<file path="config.mk">
export PLATFORM = sky130hd
export DESIGN_NAME = wp_lock_mgr
export DESIGN_NICKNAME = d
export VERILOG_FILES = /design/src/rtl/wp_lock_pkg.sv /design/src/rtl/wp_range_regs.sv /design/src/rtl/wp_state_array.sv /design/src/rtl/wp_walk_ctrl.sv /design/src/rtl/wp_lock_mgr.sv
export SDC_FILE = /design/constraint.sdc
export NUM_CORES = 1
export LEC_CHECK = 0
export ABC_AREA = 1
export BUFFER_PORTS_ARGS = -buffer_cell sky130_fd_sc_hd__buf_2
export CAP_MARGIN = 5
export CELL_PAD_IN_SITES_DETAIL_PLACEMENT = 1
export CELL_PAD_IN_SITES_GLOBAL_PLACEMENT = 2
export CORE_ASPECT_RATIO = 0.7
export CORE_UTILIZATION = 33
export DETAILED_ROUTE_END_ITERATION = 6
export MAX_ROUTING_LAYER = met4
export PLACE_DENSITY_LB_ADDON = 0.12
export SETUP_SLACK_MARGIN = 0.1
export SYNTH_ARGS = -nofsm -noshare
export SYNTH_HDL_FRONTEND = slang
export SYNTH_SLANG_ARGS = --single-unit
</file>
<file path="constraint.sdc">
create_clock -name clk -period 3.2 [get_ports clk]
set_input_delay 0.64 -clock clk [delete_from_list [all_inputs] [get_ports clk]]
set_output_delay 0.64 -clock clk [all_outputs]
set_load 0.03 [all_outputs]
</file>
<file path="src/rtl/wp_lock_pkg.sv">
package wp_lock_pkg;

  localparam int OP_W   = 8;
  localparam int STAT_W = 16;

  typedef logic [2:0] wp_enc_t;

  localparam wp_enc_t ENC_TIGHT    = 3'b001;
  localparam wp_enc_t ENC_LOCKED   = 3'b010;
  localparam wp_enc_t ENC_UNLOCKED = 3'b100;

  localparam logic [OP_W-1:0] OP_UNLOCK     = 8'h23;
  localparam logic [OP_W-1:0] OP_UNLOCK_ALL = 8'h27;
  localparam logic [OP_W-1:0] OP_LOCK       = 8'h2A;
  localparam logic [OP_W-1:0] OP_TIGHT      = 8'h2C;

  typedef enum logic [1:0] {ACT_WRITE, ACT_SKIP, ACT_STOP} wp_act_e;

  // Opcodes that start a walk
  function automatic logic op_known(input logic [OP_W-1:0] op);
    return (op == OP_UNLOCK) || (op == OP_UNLOCK_ALL) ||
           (op == OP_LOCK)   || (op == OP_TIGHT);
  endfunction

  // Encoding a walk writes into a visited block
  function automatic wp_enc_t op_target(input logic [OP_W-1:0] op);
    case (op)
      OP_LOCK:  return ENC_LOCKED;
      OP_TIGHT: return ENC_TIGHT;
      default:  return ENC_UNLOCKED;
    endcase
  endfunction

  // Per-block decision: lock-tight halts unlock/lock,
  // unlocked blocks are passed over by lock-tight
  function automatic wp_act_e op_action(input logic [OP_W-1:0] op,
                                        input wp_enc_t cur);
    case (op)
      OP_UNLOCK, OP_UNLOCK_ALL, OP_LOCK:
        return (cur == ENC_TIGHT) ? ACT_STOP : ACT_WRITE;
      OP_TIGHT:
        return (cur == ENC_UNLOCKED) ? ACT_SKIP : ACT_WRITE;
      default:
        return ACT_STOP;
    endcase
  endfunction

endpackage

</file>
<file path="src/rtl/wp_range_regs.sv">
module wp_range_regs #(
  parameter int NUM_BLOCKS = 16,
  parameter int RANGE_W    = 16
) (
  input  logic                   clk,
  input  logic                   rst_n,
  input  logic                   lo_we,
  input  logic                   hi_we,
  input  logic [RANGE_W-1:0]     wdata,
  output logic [$clog2(NUM_BLOCKS)-1:0] lo_q,
  output logic [$clog2(NUM_BLOCKS)-1:0] hi_q
);
  localparam int IDX_W = $clog2(NUM_BLOCKS);

  // Reduce a written value to the index field
  function automatic logic [IDX_W-1:0] fold_index(input logic [RANGE_W-1:0] v);
    return v[IDX_W-1:0];
  endfunction

  logic [IDX_W-1:0] wr_idx;
  assign wr_idx = fold_index(wdata);

  always_ff @(posedge clk or negedge rst_n) begin
    if (!rst_n) begin
      lo_q <= '0;
      hi_q <= '0;
    end else begin
      if (lo_we) begin
        lo_q <= wr_idx;
        hi_q <= wr_idx;
      end
      if (hi_we) begin
        hi_q <= wr_idx;
      end
    end
  end

endmodule

</file>
<file path="src/rtl/wp_state_array.sv">
module wp_state_array
  import wp_lock_pkg::*;
#(
  parameter int NUM_BLOCKS = 16
) (
  input  logic                          clk,
  input  logic                          rst_n,
  input  logic                          wr_en,
  input  logic [$clog2(NUM_BLOCKS)-1:0] wr_idx,
  input  wp_enc_t                       wr_val,
  input  logic [$clog2(NUM_BLOCKS)-1:0] walk_idx,
  output wp_enc_t                       walk_state,
  input  logic [$clog2(NUM_BLOCKS)-1:0] query_idx,
  output wp_enc_t                       query_state,
  output logic [3*NUM_BLOCKS-1:0]       state_flat
);
  localparam int IDX_W = $clog2(NUM_BLOCKS);

  wp_enc_t st_q [NUM_BLOCKS];

  for (genvar g = 0; g < NUM_BLOCKS; g++) begin : g_blk
    logic hit;
    assign hit = wr_en && (wr_idx == IDX_W'(g));
    always_ff @(posedge clk or negedge rst_n) begin
      if (!rst_n)   st_q[g] <= ENC_LOCKED;
      else if (hit) st_q[g] <= wr_val;
    end
    assign state_flat[3*g +: 3] = st_q[g];
  end

  always_comb begin
    walk_state  = '0;
    query_state = '0;
    for (int i = 0; i < NUM_BLOCKS; i++) begin
      if (walk_idx  == IDX_W'(i)) walk_state  = st_q[i];
      if (query_idx == IDX_W'(i)) query_state = st_q[i];
    end
  end

endmodule

</file>
<file path="src/rtl/wp_walk_ctrl.sv">
module wp_walk_ctrl
  import wp_lock_pkg::*;
#(
  parameter int NUM_BLOCKS = 16
) (
  input  logic                          clk,
  input  logic                          rst_n,
  input  logic                          cmd_valid,
  input  logic [OP_W-1:0]               cmd_op,
  input  logic [$clog2(NUM_BLOCKS)-1:0] range_lo,
  input  logic [$clog2(NUM_BLOCKS)-1:0] range_hi,
  input  wp_enc_t                       cur_state,
  output logic [$clog2(NUM_BLOCKS)-1:0] blk_idx,
  output logic                          wr_en,
  output wp_enc_t                       wr_val,
  output logic                          busy,
  output logic [OP_W-1:0]               op_cur,
  output logic                          done,
  output logic                          err,
  output logic [STAT_W-1:0]             status
);
  localparam int IDX_W = $clog2(NUM_BLOCKS);
  localparam int CNT_W = IDX_W + 1;
  localparam logic [IDX_W-1:0] LAST_IDX = IDX_W'(NUM_BLOCKS - 1);

  logic             busy_q, done_q, err_q;
  logic [OP_W-1:0]  op_q;
  logic [IDX_W-1:0] idx_q, end_q;
  logic [STAT_W-1:0] status_q;

  logic    accept, past_end, out_of_array, finish;
  wp_act_e act;

  assign accept       = cmd_valid && !busy_q && op_known(cmd_op);
  assign past_end     = idx_q > end_q;
  assign out_of_array = {1'b0, idx_q} >= CNT_W'(NUM_BLOCKS);
  assign act          = op_action(op_q, cur_state);

  assign wr_en  = busy_q && !past_end && !out_of_array && (act == ACT_WRITE);
  assign wr_val = op_target(op_q);
  assign finish = busy_q && (past_end || out_of_array ||
                             (act == ACT_STOP) || (idx_q == end_q));

  always_ff @(posedge clk or negedge rst_n) begin
    if (!rst_n) begin
      busy_q   <= 1'b0;
      done_q   <= 1'b0;
      err_q    <= 1'b0;
      op_q     <= '0;
      idx_q    <= '0;
      end_q    <= '0;
      status_q <= STAT_W'(ENC_LOCKED);
    end else begin
      done_q <= 1'b0;
      if (accept) begin
        busy_q <= 1'b1;
        err_q  <= 1'b0;
        op_q   <= cmd_op;
        idx_q  <= (cmd_op == OP_UNLOCK_ALL) ? '0 : range_lo;
        end_q  <= (cmd_op == OP_UNLOCK_ALL) ? LAST_IDX : range_hi;
      end else if (finish) begin
        busy_q <= 1'b0;
        done_q <= 1'b1;
        err_q  <= out_of_array && !past_end;
      end else if (busy_q) begin
        idx_q <= idx_q + 1'b1;
      end
      if (wr_en) status_q <= STAT_W'(wr_val);
    end
  end

  assign blk_idx = idx_q;
  assign busy    = busy_q;
  assign op_cur  = op_q;
  assign done    = done_q;
  assign err     = err_q;
  assign status  = status_q;

endmodule

</file>
<file path="src/rtl/wp_lock_mgr.sv">
module wp_lock_mgr
  import wp_lock_pkg::*;
#(
  parameter int NUM_BLOCKS = 16,
  parameter int RANGE_W    = 16,
  localparam int IDX_W     = $clog2(NUM_BLOCKS)
) (
  input  logic               clk,
  input  logic               rst_n,
  input  logic               lo_we,
  input  logic               hi_we,
  input  logic [RANGE_W-1:0] range_wdata,
  input  logic               cmd_valid,
  input  logic [7:0]         cmd_op,
  input  logic [IDX_W-1:0]   query_idx,
  output logic [2:0]         query_state,
  output logic [IDX_W-1:0]   range_lo,
  output logic [IDX_W-1:0]   range_hi,
  output logic [15:0]        wp_status,
  output logic               walk_done,
  output logic               cmd_err
);
  // Named internal events for the checker
  logic                    walk_busy;
  logic [OP_W-1:0]         walk_op;
  logic                    blk_wr_en;
  logic [IDX_W-1:0]        blk_idx;
  wp_enc_t                 blk_wr_val;
  wp_enc_t                 blk_cur;
  logic [3*NUM_BLOCKS-1:0] state_flat;

  wp_range_regs #(.NUM_BLOCKS(NUM_BLOCKS), .RANGE_W(RANGE_W)) u_range (
    .clk   (clk),
    .rst_n (rst_n),
    .lo_we (lo_we),
    .hi_we (hi_we),
    .wdata (range_wdata),
    .lo_q  (range_lo),
    .hi_q  (range_hi)
  );

  wp_walk_ctrl #(.NUM_BLOCKS(NUM_BLOCKS)) u_walk (
    .clk       (clk),
    .rst_n     (rst_n),
    .cmd_valid (cmd_valid),
    .cmd_op    (cmd_op),
    .range_lo  (range_lo),
    .range_hi  (range_hi),
    .cur_state (blk_cur),
    .blk_idx   (blk_idx),
    .wr_en     (blk_wr_en),
    .wr_val    (blk_wr_val),
    .busy      (walk_busy),
    .op_cur    (walk_op),
    .done      (walk_done),
    .err       (cmd_err),
    .status    (wp_status)
  );

  wp_state_array #(.NUM_BLOCKS(NUM_BLOCKS)) u_array (
    .clk         (clk),
    .rst_n       (rst_n),
    .wr_en       (blk_wr_en),
    .wr_idx      (blk_idx),
    .wr_val      (blk_wr_val),
    .walk_idx    (blk_idx),
    .walk_state  (blk_cur),
    .query_idx   (query_idx),
    .query_state (query_state),
    .state_flat  (state_flat)
  );

endmodule

</file>
# --- Word-level counts from Yosys, hierarchy flattened ---
# Index checks and enable logic that the tools add are counted.
op_classes:
  add_sub_neg: 1
  mul: 0
  n_div: 0
  magnitude_cmp: 1
  eq_ne: 43
  shifts: 0
  muxes: 48
  bitwise_logic: 0
  n_reduce_logical: 36
ops:
  columns: ["op", "n"]
  rows:
  - ["$mux W3", 32]
  - ["$eq A4 B4 Y1 const B", 16]
  - ["$eq A8 B6 Y1 const B", 8]
  - ["$eq A4 B3 Y1 const B", 8]
  - ["$mux W4", 7]
  - ["$logic_and A1 B1 Y1", 21]
  - ["$eq A4 B2 Y1 const B", 4]
  - ["$eq A4 B1 Y1 const B", 2]
  - ["$logic_not A4 Y1", 2]
  - ["$mux W1", 6]
  - ["$pmux W3 S2", 1]
  - ["$reduce_bool A2 Y1", 3]
  - ["$logic_or A1 B1 Y1", 5]
  - ["$add A4 B1 Y4 const B", 1]
  - ["$eq A4 B4 Y1", 1]
  - ["$gt A4 B4 Y1", 1]
  - ["$pmux W2 S2", 1]
  - ["$eq A3 B1 Y1 const B", 1]
  - ["$eq A3 B3 Y1 const B", 1]
  - ["$reduce_or A3 Y1", 1]
  - ["$eq A2 B2 Y1 const B", 1]
  - ["$logic_not A1 Y1", 2]
  - ["$logic_not A2 Y1", 1]
  - ["$mux W2", 1]
  - ["other kinds (2)", 2]
totals:
  ff_bits: 78
  latchBits: 0
  mem_bits_rw: 0
  mem_bits_ro: 0
  inputBits: 33
  out_inout_bits: 29
  elab_cells: 154
  n_memories: 0

# --- Logic depth before layout (Yosys ltp) ---
depth:
  ltp_word: 26
  ltp_mapped: 29
  depth_no_buf: 27

# --- Modules after synthesis ---
# A second synthesis with hierarchy kept.
hier_totals:
  cells_unflattened: 644
  hier_area_um2: 4559.4
modules_own_cells:
  columns: ["module", "instances", "cells_per_inst", "area_each_um2", "seq_area_each_um2"]
  rows:
  - ["wp_state_array", 1, 416, 2795.2, 1221.2]
  - ["wp_walk_ctrl", 1, 194, 1448.9, 526.8]
  - ["wp_range_regs", 1, 34, 315.3, 200.2]

# --- Worst setup path after synthesis ---
# No wires, ideal clock.
synth_path:
  path_kind: "input to output"
  from: "input port query_idx[2]"
  to: "output port query_state[0]"
  t_arrival_ns: 2.135
  t_required_ns: 2.560
  setup_slack_ns: 0.425
  path_stages: 9
  path_buffers: 0
  path_cell_list: "nor2_1 -> nand2_1 -> o21ai_0 -> nand3_1 -> nor3_1 -> nand4_1 -> o21a_1 -> a221oi_1 -> nand4_1"
synth_between:
  elab_chain_cells: 17
  elab_cells_between_ends: 32
  cone_classes: "15 x eq/ne; 16 x mux; 1 x reduce/logical"
synth_rtl:
  columns: ["item", "line", "source"]
  rows:
  - ["from (decl)", "wp_lock_mgr.sv:15", "input logic [IDX_W-1:0] query_idx,"]
  - ["$logic_not A4 Y1", "wp_state_array.sv:36", "if (query_idx == IDX_W'(i)) query_state = st_q[i];"]
  - ["$mux W3 (15 in series)", "wp_state_array.sv:36", null]
  - ["$mux W3 *", "wp_state_array.sv:36", null]
  - ["to (decl)", "wp_lock_mgr.sv:16", "output logic [2:0] query_state,"]
# Mark *: on every way between the ends. The rest lies on a longest branch, timed or not.

# --- Worst setup path in the final report ---
layout_path:
  from: "input port query_idx[2]"
  to: "output port query_state[2]"
# Same word-level chain as after synthesis.

==> flow_summary.json <==
{
  "placed_cells": 896,
  "grt_max_degree": 78,
  "drt_first_pass_iters": 4,
  "synth.distinct_cells": 39,
  "skew_ns": 0.0104,
  "whs_ns": 0.460,
  "pre_cts_ws_ns": -0.00856,
  "setup_ws_ns": 0.222,
  "critPathBufInv": 3,
  "max_freq_mhz": 336,
  "multiInputGateArea_um2": 2530,
  "synth_top_family_by_area": "simple AND/OR/NAND/NOR gates",
  "overflow": 0,
  "layout.nets": 778,
  "switching_share_pct": 38.0,
  "drv_slew": 0,
  "vias_per_cell": 4.87,
  "drt-initial-drc-count": 136,
  "timing_hold_violations_final": 0,
  "seq_area_frac_synth_pct": 41.4,
  "netlist_instances": 663,
  "post-dp-hpwl_mm": 10.7,
  "fillCellCount": 1736,
  "synth-simple-area-share_pct": 37.6,
  "critical_path.top_delay_family": "compound AO/OA/AOI/OAI gates",
  "insertion_delay_ns": 0.35,
  "final_core_util_pct": 42.8,
  "layout_common_cells": "225 x nand2_1, 69 x nand3_1, 63 x inv_1",
  "drive_above_1_share_pct": 25.2,
  "synth_fa_ha_area_share_pct": 2.13,
  "synth_top_cell_by_area": "dfrtp_1",
  "p_sw_mw": 1.25,
  "slowest_delay_ns": 0.24,
  "synthTopCellsByArea": "dfrtp_1 32%, nand2_1 20%, dfstp_2 9.5%",
  "cts_max_level": 3,
  "grt_pass1_wl_mm": 23.3,
  "outcome": "complete, no violations",
  "cap_violations": 0,
  "intPower_mw": 2.03,
  "clock-sinks": 77,
  "p_comb_share_pct": 36.3,
  "clock_path_buffers": 2,
  "seqPwrFrac_pct": 34.3,
  "port_buffers": 35,
  "io_pins": 62,
  "detail_route.wl_per_cell_um": 16.4,
  "route.detailed.drc": 0,
  "antenna_found_initial": 0,
  "power_frac_clock_pct": 29.4,
  "grt_pass1_vias": 4465,
  "leakage_nw": 3.04,
  "vias": 4540,
  "synthArstFlopShare_pct": 100,
  "worstMarginPinSlew_ns": 1.02,
  "synth.area.mux_share_pct": 0.957,
  "finalInstanceArea_um2": 5960,
  "initial_utilization_pct": 33.8,
  "yosysTopAreaCellShare_pct": 31.9,
  "grt_usage_pct": 21.8,
  "cts-root-buf": "clkbuf_16",
  "path_cells": "buf_8 > nor2_4 > buf_6 > nand3_1 > o2111ai_1 > a21oi_1 > o2111ai_1 > a21oi_2 > nand3_1 > a221oi_1 > nand4_1 > buf_2",
  "final_common_cell": "nand2_1",
  "die_h_um": 102,
  "cts_tree": "built",
  "r2r_setup_slack_ns": 0.23,
  "die_area_um2": 14700,
  "area_growth_pct": 26.7,
  "synth_area_um2": 4710,
  "start_kind": "input port",
  "cts_hold_buf": 0,
  "gp_congestion": 0.825,
  "ant_nets": 0,
  "synth_compound_area_share_pct": 6.89,
  "period_minus_slack_ns": 2.98,
  "end_kind": "output port",
  "avgSynthCellArea_um2": 7.10,
  "insertedDiodeCount": 0,
  "synthXorXnorAreaFrac_pct": 0.186,
  "core_um2": 13900,
  "vdd_drop_max_mv": 0.296,
  "cp.arrival_ns": 2.34,
  "slowest_stage": "a221oi_1",
  "critPathKind": "input port to output port",
  "synth_ff_type": "dfrtp_1",
  "area.sequential_um2": 1950,
  "cts.reportedPaths.clkPinSlew_ns": 0.06,
  "crit_fanout": 6,
  "numCtsBuffers": 9,
  "routed_wl_mm": 15.3,
  "p_per_area_nw_per_um2": 550,
  "relSlewSlack_pct": 32.0,
  "finalCritPeriodShare_pct": 93.1,
  "synth_edf_count": 0,
  "post_dp_cell_area_um2": 5150,
  "finalSetupViolations": 0,
  "fin_cells": 932,
  "num_rows": 36,
  "rsz0062_at_grt": "true",
  "hold_path.class": "input port to asynchronous set/reset pin",
  "yosysWarningCount": 0,
  "ys_ff_latch": 77,
  "die_w_um": 145,
  "cp_data_required_time_ns": 2.56
}
==> registers in the layout, summed over array words and instances (netlist names) <==
| register | cells |
|---|---|
| u_walk.done | 1 |
| u_walk.end_q | 4 |
| u_walk.busy | 1 |
| u_range.lo_q | 4 |
| u_walk.status | 3 |
| u_walk.blk_idx | 4 |
| u_walk.op_cur | 8 |
| u_array.state_flat | 48 |
| u_range.hi_q | 4 |
==> power groups by stage <==
stage | combinational [mW] | clock, mW | sequential, mW
2_1_floorplan | 0.715 | 0 | 1.11
3_3_place_gp | 0.958 | 0 | 1.12
3_5_place_dp | 0.984 | 0 | 1.13
4_1_cts | 0.994 | 0.987 | 1.11
5_1_grt | 1.33 | 1.03 | 1.13
6_report | 1.19 | 0.965 | 1.12
==> stage by stage <==
stage	power, mW	setup TNS (ns)
final	3.28	0
after global routing	3.49	-0.0376
after CTS	3.09	0
after global placement	2.08	0
after floorplan	1.83	0
after detailed placement	2.11	-0.00856
==> path summary, 6_finish.rpt <==
kind                                    from                endpoint  depth (start not counted)
setup / recovery                query_idx[2]          query_state[2]                         12
hold / removal                         rst_n         u_walk.end_q[3]                          1
setup reg to reg           u_walk.blk_idx[1]  u_array.state_flat[30]                         28
hold reg to reg             u_walk.op_cur[5]        u_walk.op_cur[5]                          2
max in group asynchronous              rst_n       u_walk.blk_idx[0]                          1
min in group clk            u_walk.op_cur[5]        u_walk.op_cur[5]                          2
==> routing by layer <==
metal	wire [µm]	track usage [%]	up-vias
met3	421	4.22	17
met5	0	-	-
met2	6730	31.8	61
met4	201	5.18	0
met1	7950	30.9	2215
li1	-	-	2247
==> kinds of logic (layout without fill, tap and decap cells) <==
group / Yosys count / after routing
fa+ha+maj: 8 / 8
compound gates: 55 / 55
other cells: 1 / 14
xor+xnor: 1 / 1
flops: 77 / 77
buf+inv: 104 / 170
mux: 4 / 4
simple gates: 413 / 413
==> worst register-to-register path: cells and delay by family, from the launching register on <==
family	cells	cell delay [ns]
adder cells (fa/ha/maj)	1	0.16
AND/OR/NAND/NOR	21	1.60
buffers and inverters	6	0.62
flip-flops	1	0.47
==> cells in the mapped netlist, types with 6 or more instances <==
cell type	n
nand3_1	77
inv_1	69
nand2_1	249
buf_6	8
a21oi_1	12
dfrtp_1	60
dfstp_2	17
nor3_1	6
nand4_1	8
o21ai_0	22
nor2_1	53
ha_1	8
buf_4	14
clkbuf_1	6
==> area by class of cell <==
| class | instances | share of cell area, % |
|---|---|---|
| Multi-Input combinational cell | 495 | 42.4 |
| Sequential cell | 77 | 32.8 |
| Timing Repair Buffer | 79 | 11.5 |
| Inverter | 75 | 4.97 |
| Clock buffer | 14 | 4.26 |
| Tap cell | 190 | 3.99 |
| Clock inverter | 2 | 0.168 |
==> repair_timing <==
item,CTS,global route
buffers inserted,0,16
pin swaps,1,25
gates resized for setup,4,95
hold endpoints to repair,0,0
endpoints found under the setup margin,5,60
gates cloned,0,4
(Power assumes the default switching activity.)
